--- config.mk ---
export PLATFORM = sky130hd
export DESIGN_NAME = regwake_scoreboard
export DESIGN_NICKNAME = d
export VERILOG_FILES = /design/src/rtl/rwsb_pkg.sv /design/src/rtl/rwsb_pick.sv /design/src/rtl/rwsb_board.sv /design/src/rtl/rwsb_table.sv /design/src/rtl/regwake_scoreboard.sv
export SDC_FILE = /design/constraint.sdc
export NUM_CORES = 1
export LEC_CHECK = 0
export CORE_MARGIN = 4
export CORE_UTILIZATION = 59
export CTS_CLUSTER_DIAMETER = 40
export DETAILED_ROUTE_END_ITERATION = 7
export HOLD_SLACK_MARGIN = 0.05
export PLACE_DENSITY = 0.8
export SLEW_MARGIN = 20
export SYNTH_ARGS = -nofsm -noshare
export SYNTH_HDL_FRONTEND = slang
export SYNTH_SLANG_ARGS = --single-unit
--- constraint.sdc ---
create_clock -name clk -period 6 [get_ports clk]
set_input_delay 1.8 -clock clk [delete_from_list [all_inputs] [get_ports clk]]
set_output_delay 1.8 -clock clk [all_outputs]
set_load 0.03 [all_outputs]
--- src/rtl/rwsb_pkg.sv ---
package rwsb_pkg;
  // A register index is tracked only when it lies inside the physical range.
  function automatic logic reg_tracked(input logic [31:0] idx, input int unsigned npreg);
    return idx < npreg;
  endfunction

  // Sequence numbers grow with program order; larger means younger.
  function automatic logic seq_younger(input logic [31:0] a, input logic [31:0] b);
    return a > b;
  endfunction

  // A source counts as ready when absent, untracked, already set, or forwarded.
  function automatic logic src_ok(input logic en, input logic trk, input logic bit_set,
                                  input logic fwd);
    return !en || !trk || bit_set || fwd;
  endfunction
endpackage

--- src/rtl/rwsb_pick.sv ---
module rwsb_pick #(
  parameter int unsigned N = 8
) (
  input  logic [N-1:0] req,
  output logic [N-1:0] gnt,
  output logic         any
);
  logic found;

  always_comb begin
    gnt   = '0;
    found = 1'b0;
    for (int i = 0; i < N; i++) begin
      if (req[i] && !found) begin
        gnt[i] = 1'b1;
        found  = 1'b1;
      end
    end
  end

  assign any = |req;
endmodule

--- src/rtl/rwsb_board.sv ---
module rwsb_board
  import rwsb_pkg::*;
#(
  parameter int unsigned NPREG = 32,
  parameter int unsigned REG_W = 6
) (
  input  logic             clk,
  input  logic             rst_n,
  input  logic             clr_en,
  input  logic [REG_W-1:0] clr_idx,
  input  logic             set_en,
  input  logic [REG_W-1:0] set_idx,
  input  logic             rd0_en,
  input  logic [REG_W-1:0] rd0_idx,
  input  logic             rd1_en,
  input  logic [REG_W-1:0] rd1_idx,
  output logic [NPREG-1:0] bits,
  output logic             rd0_rdy,
  output logic             rd1_rdy
);
  localparam int unsigned IDX_W = (NPREG > 1) ? $clog2(NPREG) : 1;

  logic             clr_trk, set_trk, rd0_trk, rd1_trk;
  logic [IDX_W-1:0] clr_i, set_i, rd0_i, rd1_i;
  logic             rd0_fwd, rd1_fwd;

  assign clr_trk = reg_tracked(32'(clr_idx), NPREG);
  assign set_trk = reg_tracked(32'(set_idx), NPREG);
  assign rd0_trk = reg_tracked(32'(rd0_idx), NPREG);
  assign rd1_trk = reg_tracked(32'(rd1_idx), NPREG);
  assign clr_i   = clr_idx[IDX_W-1:0];
  assign set_i   = set_idx[IDX_W-1:0];
  assign rd0_i   = rd0_idx[IDX_W-1:0];
  assign rd1_i   = rd1_idx[IDX_W-1:0];

  // Same-cycle completion is forwarded to the dispatch read.
  assign rd0_fwd = set_en && set_trk && (set_idx == rd0_idx);
  assign rd1_fwd = set_en && set_trk && (set_idx == rd1_idx);
  assign rd0_rdy = src_ok(rd0_en, rd0_trk, rd0_trk && bits[rd0_i], rd0_fwd);
  assign rd1_rdy = src_ok(rd1_en, rd1_trk, rd1_trk && bits[rd1_i], rd1_fwd);

  // Clear is written after set, so a new producer wins a collision.
  always_ff @(posedge clk or negedge rst_n) begin
    if (!rst_n) begin
      bits <= '0;
    end else begin
      if (set_en && set_trk) bits[set_i] <= 1'b1;
      if (clr_en && clr_trk) bits[clr_i] <= 1'b0;
    end
  end

  // a tracked destination clear always lands.
  p_dst_clear_r2: assert property (@(posedge clk) disable iff (!rst_n)
    (clr_en && clr_trk) |=> !bits[$past(clr_i)]);

  // an uncontested tracked completion always lands.
  p_cmpl_set_r3: assert property (@(posedge clk) disable iff (!rst_n)
    (set_en && set_trk && !(clr_en && clr_trk && clr_i == set_i)) |=> bits[$past(set_i)]);
endmodule

--- src/rtl/rwsb_table.sv ---
module rwsb_table
  import rwsb_pkg::*;
#(
  parameter int unsigned DEPTH = 8,
  parameter int unsigned REG_W = 6,
  parameter int unsigned TAG_W = 4,
  parameter int unsigned TID_W = 1,
  parameter int unsigned SEQ_W = 8
) (
  input  logic             clk,
  input  logic             rst_n,
  input  logic             wr_en,
  input  logic [DEPTH-1:0] wr_slot,
  input  logic [TAG_W-1:0] wr_tag,
  input  logic [TID_W-1:0] wr_tid,
  input  logic [SEQ_W-1:0] wr_seq,
  input  logic [REG_W-1:0] wr_src0,
  input  logic             wr_rdy0,
  input  logic [REG_W-1:0] wr_src1,
  input  logic             wr_rdy1,
  input  logic             wake_en,
  input  logic [REG_W-1:0] wake_idx,
  input  logic             sq_en,
  input  logic [TID_W-1:0] sq_tid,
  input  logic [SEQ_W-1:0] sq_seq,
  input  logic [DEPTH-1:0] emit_gnt,
  output logic [DEPTH-1:0] valid,
  output logic [DEPTH-1:0] ready,
  output logic [TAG_W-1:0] em_tag,
  output logic [TID_W-1:0] em_tid,
  output logic [SEQ_W-1:0] em_seq
);
  logic [TAG_W-1:0] tag_q  [DEPTH];
  logic [TID_W-1:0] tid_q  [DEPTH];
  logic [SEQ_W-1:0] seq_q  [DEPTH];
  logic [REG_W-1:0] src0_q [DEPTH];
  logic [REG_W-1:0] src1_q [DEPTH];
  logic [DEPTH-1:0] rdy0_q, rdy1_q, sq_hit, wake0, wake1;

  for (genvar g = 0; g < DEPTH; g++) begin : g_slot
    assign sq_hit[g] = sq_en && valid[g] && (tid_q[g] == sq_tid) &&
                       seq_younger(32'(seq_q[g]), 32'(sq_seq));
    assign wake0[g]  = wake_en && (src0_q[g] == wake_idx);
    assign wake1[g]  = wake_en && (src1_q[g] == wake_idx);
    assign ready[g]  = valid[g] && rdy0_q[g] && rdy1_q[g] && !sq_hit[g];

    // a slot hit by a squash is empty on the next cycle.
    p_squash_gone_r8: assert property (@(posedge clk) disable iff (!rst_n)
      sq_hit[g] |=> !valid[g]);
  end

  always_ff @(posedge clk or negedge rst_n) begin
    if (!rst_n) begin
      valid  <= '0;
      rdy0_q <= '0;
      rdy1_q <= '0;
    end else begin
      for (int i = 0; i < DEPTH; i++) begin
        if (wr_en && wr_slot[i]) begin
          valid[i]  <= 1'b1;
          rdy0_q[i] <= wr_rdy0;
          rdy1_q[i] <= wr_rdy1;
        end else if (valid[i]) begin
          if (emit_gnt[i] || sq_hit[i]) begin
            valid[i] <= 1'b0;
          end else begin
            if (wake0[i]) rdy0_q[i] <= 1'b1;
            if (wake1[i]) rdy1_q[i] <= 1'b1;
          end
        end
      end
    end
  end

  always_ff @(posedge clk) begin
    for (int i = 0; i < DEPTH; i++) begin
      if (wr_en && wr_slot[i]) begin
        tag_q[i]  <= wr_tag;
        tid_q[i]  <= wr_tid;
        seq_q[i]  <= wr_seq;
        src0_q[i] <= wr_src0;
        src1_q[i] <= wr_src1;
      end
    end
  end

  always_comb begin
    em_tag = '0;
    em_tid = '0;
    em_seq = '0;
    for (int i = 0; i < DEPTH; i++) begin
      if (emit_gnt[i]) begin
        em_tag = em_tag | tag_q[i];
        em_tid = em_tid | tid_q[i];
        em_seq = em_seq | seq_q[i];
      end
    end
  end
endmodule

--- src/rtl/regwake_scoreboard.sv ---
module regwake_scoreboard
  import rwsb_pkg::*;
#(
  parameter int unsigned NPREG = 32,
  parameter int unsigned REG_W = 6,
  parameter int unsigned DEPTH = 8,
  parameter int unsigned TAG_W = 4,
  parameter int unsigned TID_W = 1,
  parameter int unsigned SEQ_W = 8
) (
  input  logic             clk,
  input  logic             rst_n,
  input  logic             disp_valid,
  input  logic [TAG_W-1:0] disp_tag,
  input  logic [TID_W-1:0] disp_tid,
  input  logic [SEQ_W-1:0] disp_seq,
  input  logic             disp_dst_en,
  input  logic [REG_W-1:0] disp_dst,
  input  logic             disp_src0_en,
  input  logic [REG_W-1:0] disp_src0,
  input  logic             disp_src1_en,
  input  logic [REG_W-1:0] disp_src1,
  output logic             disp_stall,
  input  logic             cmpl_valid,
  input  logic [REG_W-1:0] cmpl_reg,
  input  logic             sq_valid,
  input  logic [TID_W-1:0] sq_tid,
  input  logic [SEQ_W-1:0] sq_seq,
  output logic             rdy_valid,
  output logic [TAG_W-1:0] rdy_tag,
  output logic [TID_W-1:0] rdy_tid,
  output logic [SEQ_W-1:0] rdy_seq,
  output logic [NPREG-1:0] sb_ready
);
  logic [DEPTH-1:0] wt_valid, free_gnt, emit_req, emit_gnt;
  logic             free_any, emit_any;
  logic             s0_rdy, s1_rdy, cmpl_trk;
  logic             disp_fire, disp_drop, wr_en, dst_clr;
  logic [TAG_W-1:0] em_tag;
  logic [TID_W-1:0] em_tid;
  logic [SEQ_W-1:0] em_seq;

  assign cmpl_trk   = cmpl_valid && reg_tracked(32'(cmpl_reg), NPREG);
  assign disp_stall = !free_any;
  assign disp_fire  = disp_valid && free_any;
  assign disp_drop  = sq_valid && (disp_tid == sq_tid) &&
                      seq_younger(32'(disp_seq), 32'(sq_seq));
  assign wr_en      = disp_fire && !disp_drop;
  assign dst_clr    = wr_en && disp_dst_en;

  rwsb_board #(.NPREG(NPREG), .REG_W(REG_W)) u_board (
    .clk     (clk),
    .rst_n   (rst_n),
    .clr_en  (dst_clr),
    .clr_idx (disp_dst),
    .set_en  (cmpl_valid),
    .set_idx (cmpl_reg),
    .rd0_en  (disp_src0_en),
    .rd0_idx (disp_src0),
    .rd1_en  (disp_src1_en),
    .rd1_idx (disp_src1),
    .bits    (sb_ready),
    .rd0_rdy (s0_rdy),
    .rd1_rdy (s1_rdy)
  );

  rwsb_pick #(.N(DEPTH)) u_free (
    .req (~wt_valid),
    .gnt (free_gnt),
    .any (free_any)
  );

  rwsb_table #(.DEPTH(DEPTH), .REG_W(REG_W), .TAG_W(TAG_W), .TID_W(TID_W),
               .SEQ_W(SEQ_W)) u_table (
    .clk      (clk),
    .rst_n    (rst_n),
    .wr_en    (wr_en),
    .wr_slot  (free_gnt),
    .wr_tag   (disp_tag),
    .wr_tid   (disp_tid),
    .wr_seq   (disp_seq),
    .wr_src0  (disp_src0),
    .wr_rdy0  (s0_rdy),
    .wr_src1  (disp_src1),
    .wr_rdy1  (s1_rdy),
    .wake_en  (cmpl_trk),
    .wake_idx (cmpl_reg),
    .sq_en    (sq_valid),
    .sq_tid   (sq_tid),
    .sq_seq   (sq_seq),
    .emit_gnt (emit_gnt),
    .valid    (wt_valid),
    .ready    (emit_req),
    .em_tag   (em_tag),
    .em_tid   (em_tid),
    .em_seq   (em_seq)
  );

  rwsb_pick #(.N(DEPTH)) u_emit (
    .req (emit_req),
    .gnt (emit_gnt),
    .any (emit_any)
  );

  always_ff @(posedge clk or negedge rst_n) begin
    if (!rst_n) begin
      rdy_valid <= 1'b0;
      rdy_tag   <= '0;
      rdy_tid   <= '0;
      rdy_seq   <= '0;
    end else begin
      rdy_valid <= emit_any;
      rdy_tag   <= em_tag;
      rdy_tid   <= em_tid;
      rdy_seq   <= em_seq;
    end
  end

  // stall only when every slot is occupied.
  p_stall_full_r9: assert property (@(posedge clk) disable iff (!rst_n)
    disp_stall |-> (&wt_valid));

  // a stalled dispatch cannot add an entry.
  p_stalled_ignored_r9: assert property (@(posedge clk) disable iff (!rst_n)
    (disp_valid && disp_stall) |=> ($countones(wt_valid) <= $past($countones(wt_valid))));

  // no more than one slot is emitted per cycle.
  p_emit_onehot_r10: assert property (@(posedge clk) disable iff (!rst_n)
    $onehot0(emit_gnt));

  // an out-of-range completion with no clear pending leaves the scoreboard alone.
  p_untracked_r4: assert property (@(posedge clk) disable iff (!rst_n)
    (cmpl_valid && !cmpl_trk && !dst_clr) |=> $stable(sb_ready));
endmodule

## Word level (Yosys, flattened, before mapping)

Memories as Yosys holds them, arrays and structs flattened.
Index checks and enable logic that the tools add are counted.

| word-level totals | value |
|---|---|
| input port bits | 54 |
| memories | 5 |
| register bits after elaboration | 70 |
| bits in writable memories | 200 |
| word-level logic and storage cells | 595 |
| output and inout port bits | 47 |

Memory list:

| memory | depth | bits a word | read ports | clocked after Yosys merged registers in | wr ports | line | text |
|---|---|---|---|---|---|---|---|
| u_table.seq_q | 8 | 8 | 8 | 0 | 1 | rwsb_table.sv:35 | `logic [SEQ_W-1:0] seq_q [DEPTH];` |
| u_table.src0_q | 8 | 6 | 8 | 0 | 1 | rwsb_table.sv:36 | `logic [REG_W-1:0] src0_q [DEPTH];` |
| u_table.src1_q | 8 | 6 | 8 | 0 | 1 | rwsb_table.sv:37 | `logic [REG_W-1:0] src1_q [DEPTH];` |
| u_table.tag_q | 8 | 4 | 8 | 0 | 1 | rwsb_table.sv:33 | `logic [TAG_W-1:0] tag_q [DEPTH];` |
| u_table.tid_q | 8 | 1 | 8 | 0 | 1 | rwsb_table.sv:34 | `logic [TID_W-1:0] tid_q [DEPTH];` |

| cells by class | value |
|---|---|
| bitwise gates (word level) | 25 |
| mux-type cells | 271 |
| $lt $le $gt $ge | 19 |
| reductions and logical operators | 218 |
| equality and inequality tests | 35 |

Operator list:

| kind | number |
|---|---|
| 2-to-1 mux 1 bit | 186 |
| 2-to-1 mux 8 bit | 15 |
| == test 6 bit | 18 |
| 2-to-1 mux 3 bit | 35 |
| logical AND 1 bit | 99 |
| 2-to-1 mux 6 bit | 14 |
| OR reduction 6 bit | 14 |
| greater-than comparator 8 bit | 9 |
| OR reduction 8 bit | 9 |
| 2-to-1 mux 32 bit | 2 |
| 2-to-1 mux 4 bit | 15 |
| bitwise OR 8 bit | 7 |
| AND reduction 3 bit | 16 |
| nonzero test 2 bit | 24 |
| AND 32 bit | 1 |
| inverter 32 bit | 1 |
| bitwise OR 32 bit | 1 |
| logical NOT 1 bit | 28 |
| bitwise OR 4 bit | 7 |
| OR reduction 4 bit | 7 |
| less-than comparator 5 x 6 -> 1 bit (second input constant) | 4 |
| less-than comparator 6 bit (second input constant) | 4 |
| != test 2 x 1 -> 1 bit (second input constant) | 8 |
| logical OR 1 bit | 14 |
| 7 further kinds | 30 |

## Longest topological paths before layout

| logic depth | value |
|---|---|
| depth after elaboration | 31 |
| depth in mapped cells | 12 |

## Modules after synthesis

A second synthesis with hierarchy kept.

| second synthesis, totals | value |
|---|---|
| cell total of the unflattened synthesis | 1034 |
| area total of the unflattened synthesis | 13424.1 sq um |

Modules (own cells, without submodules):

| module | area each (sq um) | cells an instance | times used |
|---|---|---|---|
| rwsb_table | 10467.5 | 725 | 1 |
| rwsb_board | 2137.0 | 229 | 1 |
| regwake_scoreboard | 621.8 | 56 | 1 |
| rwsb_pick | 98.8 | 12 | 2 |

## Worst setup path after synthesis

No wires, ideal clock.

| timing | value |
|---|---|
| kind | input -> register |
| start | input port sq_seq[2] |
| end | memory u_table.seq_q[2][0], in the netlist u_table.seq_q[0][16] (enable) |
| slack | -618 ps |
| required time | 5505 ps |
| arrival time | 6123 ps |
| path buffers | 0 |
| stages on the path | 9 |
| cells stage by stage | inv_1 -> ha_1 -> a21oi_1 -> o22ai_1 -> o21ai_0 -> nand3b_1 -> a21oi_1 -> o21ai_1 -> nor4b_1 |

| between the ends | value |
|---|---|
| longest elaborated chain between the ends | 15 |

RTL lines:

| element | line | text |
|---|---|---|
| start: declaration | regwake_scoreboard.sv:28 | `input logic [SEQ_W-1:0] sq_seq,` |
| greater-than comparator 8 bit * | rwsb_pkg.sv:9 | `return a > b;` |
| logical AND 1 bit * | regwake_scoreboard.sv:46 | `assign disp_drop = sq_valid && (disp_tid == sq_tid) &&` |
| logical NOT 1 bit * | regwake_scoreboard.sv:48 | `assign wr_en = disp_fire && !disp_drop;` |
| logical AND 1 bit * | regwake_scoreboard.sv:48 |  |
| logical AND 1 bit | rwsb_table.sv:77 | `if (wr_en && wr_slot[i]) begin` |
| 2-to-1 mux 1 bit | rwsb_table.sv:77 |  |
| 2-to-1 mux 1 bit (implied by the code) | rwsb_table.sv:80 | `seq_q[i] <= wr_seq;` |
| OR reduction 8 bit (no line) | -- |  |
| 2-to-1 mux 3 bit (no line) / 2-to-1 mux 1 bit (equally long branches) (7 in a row) | -- |  |
| end: declaration | rwsb_table.sv:35 |  |

Mark *: on every way between the ends. The rest lies on a longest branch, timed or not.

## Final worst setup path

| timing | value |
|---|---|
| start | input port sq_seq[1] |
| end | register rdy_seq[0] |

| between the ends | value |
|---|---|
| longest elaborated chain between the ends | 27 |

RTL lines:

| element | line | text |
|---|---|---|
| greater-than comparator 8 bit | rwsb_pkg.sv:9 |  |
| logical AND 1 bit | rwsb_table.sv:41 | `assign sq_hit[g] = sq_en && valid[g] && (tid_q[g] == sq_tid) &&` |
| logical NOT 1 bit | rwsb_table.sv:45 | `assign ready[g] = valid[g] && rdy0_q[g] && rdy1_q[g] && !sq_hit[g];` |
| logical AND 1 bit | rwsb_table.sv:45 |  |
| 2-to-1 mux 1 bit | rwsb_pick.sv:14 | `if (req[i] && !found) begin` |
| logical NOT 1 bit | rwsb_pick.sv:14 |  |
| logical AND 1 bit | rwsb_pick.sv:14 |  |
| 2-to-1 mux 1 bit | rwsb_pick.sv:14 |  |
| [12 not listed] | -- |  |
| logical NOT 1 bit | rwsb_pick.sv:14 |  |
| logical AND 1 bit | rwsb_pick.sv:14 |  |
| 2-to-1 mux 1 bit | rwsb_pick.sv:14 |  |
| logical NOT 1 bit | rwsb_pick.sv:14 |  |
| logical AND 1 bit | rwsb_pick.sv:14 |  |
| 2-to-1 mux 1 bit | rwsb_pick.sv:14 |  |
| 2-to-1 mux 8 bit * | rwsb_table.sv:92 | `if (emit_gnt[i]) begin` |
| via em_seq[0] | regwake_scoreboard.sv:41 | `logic [SEQ_W-1:0] em_seq;` |
| end signal: assignment | regwake_scoreboard.sv:115 | `rdy_seq <= em_seq;` |
| end: declaration | regwake_scoreboard.sv:32 | `output logic [SEQ_W-1:0] rdy_seq,` |

The timed path passes the listed nets; every way through them passes the cells marked *.
A chain may end at the register's enable or synchronous reset.

==> run metrics <==
num rows 54; top cells by count, synth 200 x edfxtp_1, 83 x a21oi_1, 78 x xnor2_1; Worst Clk Skew between 0.01 and 0.015 ns; Cell Area, Synth 13170 um^2; CTS HTree Levels 2; EDFF count, synth 200; Avg Inst Size Synth roughly 13 um^2; insertion delay to the later sink of the worst-skew pair around 0.52 ns; clk root buf clkbuf_16; Vias between 9k and 10k; area of the core around 22000 um^2; kind of critical path in2reg; RSZ-0062 raised after global routing false; status completed; CP startpoint sq_seq[1]; Final Max Tran Viols 0; drc violations 0; WP data required between 6 and 7 ns; CTS resizes 0; post-DP HPWL ~23000 um; post-synth top area share 45.61%; Hold WC Path Type reg2reg; final net count between 1k and 1.5k; synth warn 0; Final Cell Area around 16000 um^2; TritonCTS buffer count 37; clock-pin slew on the worst setup and hold paths roughly 0.05 ns; Num Clock Sinks between 200 and 300; syn_nets around 1.1k; area grow syn2layout 21.11%; min-delay src u_table.tag_q[1][8]; Top FF cell, synth edfxtp_1; Period Utilization, post-route ~84%; Critical Path Fanout Max 13; number of DRC markers in iteration 0 827; Total GRT Usage around 28%; pre-CTS WS around 0.57 ns; die extent in y between 150 and 200 um; first-pass GRT wire length 52470 um; sequential fraction of the synthesis area about three fifths; final worst slack between 0.9 and 1 ns; Total Routed Length approximately 34000 um; cells on worst reg2reg path 9; Yosys top cell by area edfxtp_1; Leakage around 6 nW; DIE AREA around 25000 um^2; fraction of layout instances using a drive strength above 1 between 10% and 20%; Tmin final around 5.1 ns; Overflow after GRT 0; Max Clk Rate between 0.15 and 0.2 GHz; Setup Buffers After CTS 0; crit path launch type input pin; Synth Instances 990; CTS tree yes; vias per inst approximately 6.5; chip width 157.4 um; peak supply drop 0.0002385 V; Final ANT Viol Nets 0; fraction of registers with async set/reset 25.93%; Relative slew margins 24.01%; vias in the first global route about 9.5k; max cap viols 0; Hold Buf Count CTS 0; post-synthesis register bit count 270; end point of the critical path rdy_seq[0]; # port buffers 100; Final Hold Vio Count 0; DR WL/cell 23.91 um; Final Setup Violations 0; I/O pin cnt about 100; post-place instance area 14650 um^2; reg-to-reg endpoint rdy_seq[0]; largest net degree at the start of global routing 71; Clock Tree Buf Depth 3; PD cells between 300 and 400 nW/um^2; Worst Setup End Kind flip-flop; top-count cell post-synth edfxtp_1; gp weighted congestion between 0.9 and 1; Area contributors post-synth edfxtp_1 46%, dfrtp_1 13%, ha_1 6.8%; FF-to-FF setup slack roughly 2.6 ns; Worst-Margin Slew 1.138 ns; Initial Util about 60%; worst path arrival time between 5 and 6 ns; Reg2Reg Launch Point u_table.seq_q[0][1]; 1st-pass router iterations 7; Netlist cell types 62; initial antenna violation count 1
-- layout make-up --
| cell class | count | area (um^2) |
|---|---|---|
| Clock buffer | 45 | 975.9 |
| Antenna cell | 1 | 2.502 |
| Tap cell | 280 | 350.3 |
| Multi-Input combinational cell | 642 | 5159 |
| Inverter | 38 | 142.6 |
| Timing Repair Buffer | 132 | 1251 |
| Sequential cell | 270 | 7757 |
| Clock inverter | 22 | 306.5 |
| Fill cell | 1450 | 5946 |
-- registers in the layout (all words and copies together) (netlist names) --
register and count:
rdy_seq 8, rdy_tag 4, rdy_tid 1, rdy_valid 1, u_board.bits 32, u_table.rdy0_q 8
u_table.rdy1_q 8, u_table.seq_q 64, u_table.src0_q 48, u_table.src1_q 48, u_table.tag_q 32, u_table.tid_q 8
u_table.valid 8
-- critical path: stages --
cell	delay (ns)
clkdlybuf4s50_1	0.40
inv_1	0.31
ha_1	0.31
nor2b_1	0.13
o211ai_1	0.23
nor4bb_1	0.78
o21a_1	0.36
nor4_2	0.08
and3_1	0.41
a211oi_1	0.46
o211ai_2	0.16
-- where the power goes --
part	total, mW	internal, mW	switching, mW
Sequential	2.40	2.25	0.147
Combinational	1.43	0.586	0.843
Clock	2.26	1.44	0.822
Total	6.08	4.27	1.81
-- per-layer routing --
layer  vias up  track usage [%]  part of all wire, %
met1      4600            35.50                   38
met2       457            46.83                   50
met4         0            14.01                  4.8
li1       4095                -                    -
met3       115            4.839                  7.4
met5         -                0                    0
-- cell families after synthesis --
family                   after synthesis  share of synthesized area (%)
AO/OA/AOI/OAI                        220                          11.44
flip-flops                           270                          58.92
multiplexers                          32                          4.352
buffers and inverters                 78                          2.385
XOR/XNOR                              99                          6.586
adder cells (fa/ha/maj)               72                          6.842
AND/OR/NAND/NOR                      219                          9.475
-- metrics by stage --
step / util, % / cells / hold slack, ns / setup TNS [ns] / power (mW)
after CTS: 72.78 / 1429 / 0.4641 / 0 / 6.101
final: 72.84 / 1430 / 0.4596 / 0 / 6.084
after global routing: 72.84 / 1430 / 0.4825 / 0 / 6.332
after detailed placement: 66.92 / 1362 / 0.4510 / 0 / 3.835
after floorplan: - / 990 / 0.4326 / -20.03 / 3.279
after global placement: 66.92 / 1362 / 0.4364 / 0 / 3.793
-- worst min path at each step --
| stage | endpoint | slack, ns | cells after the start |
|---|---|---|---|
| finish | rdy_tag[0] | 0.46 | 2 |
| global route | rdy_tag[0] | 0.48 | 2 |
| CTS | rdy_tag[1] | 0.46 | 2 |
| detailed placement | rdy_tag[0] | 0.45 | 2 |
| global placement | rdy_tag[1] | 0.44 | 2 |
| floorplan | rdy_tag[0] | 0.43 | 2 |
-- cells in the final DEF (no fill, tap or decap), types with 7 or more instances in the layout --
cell,netlist,final
nor2_1,36,35
dfrtp_1,70,70
nand4_1,25,25
mux2i_1,10,10
a211oi_1,21,20
o211ai_2,10,10
clkdlybuf4s50_1,0,99
a31oi_1,30,30
xnor2_1,78,78
xor2_1,21,21
mux4_2,20,20
a21o_1,7,7
and3_1,10,10
inv_6,0,7
nand2_1,45,45
buf_4,0,32
clkbuf_16,0,37
nand3_1,11,11
nor3_1,21,20
nor2b_1,11,11
edfxtp_1,200,200
inv_1,36,36
a32o_1,13,13
and4_1,8,8
o211ai_1,12,12
a21oi_1,83,82
ha_1,72,72
nand3b_1,14,14
Power figures use the tool's default switching activity.
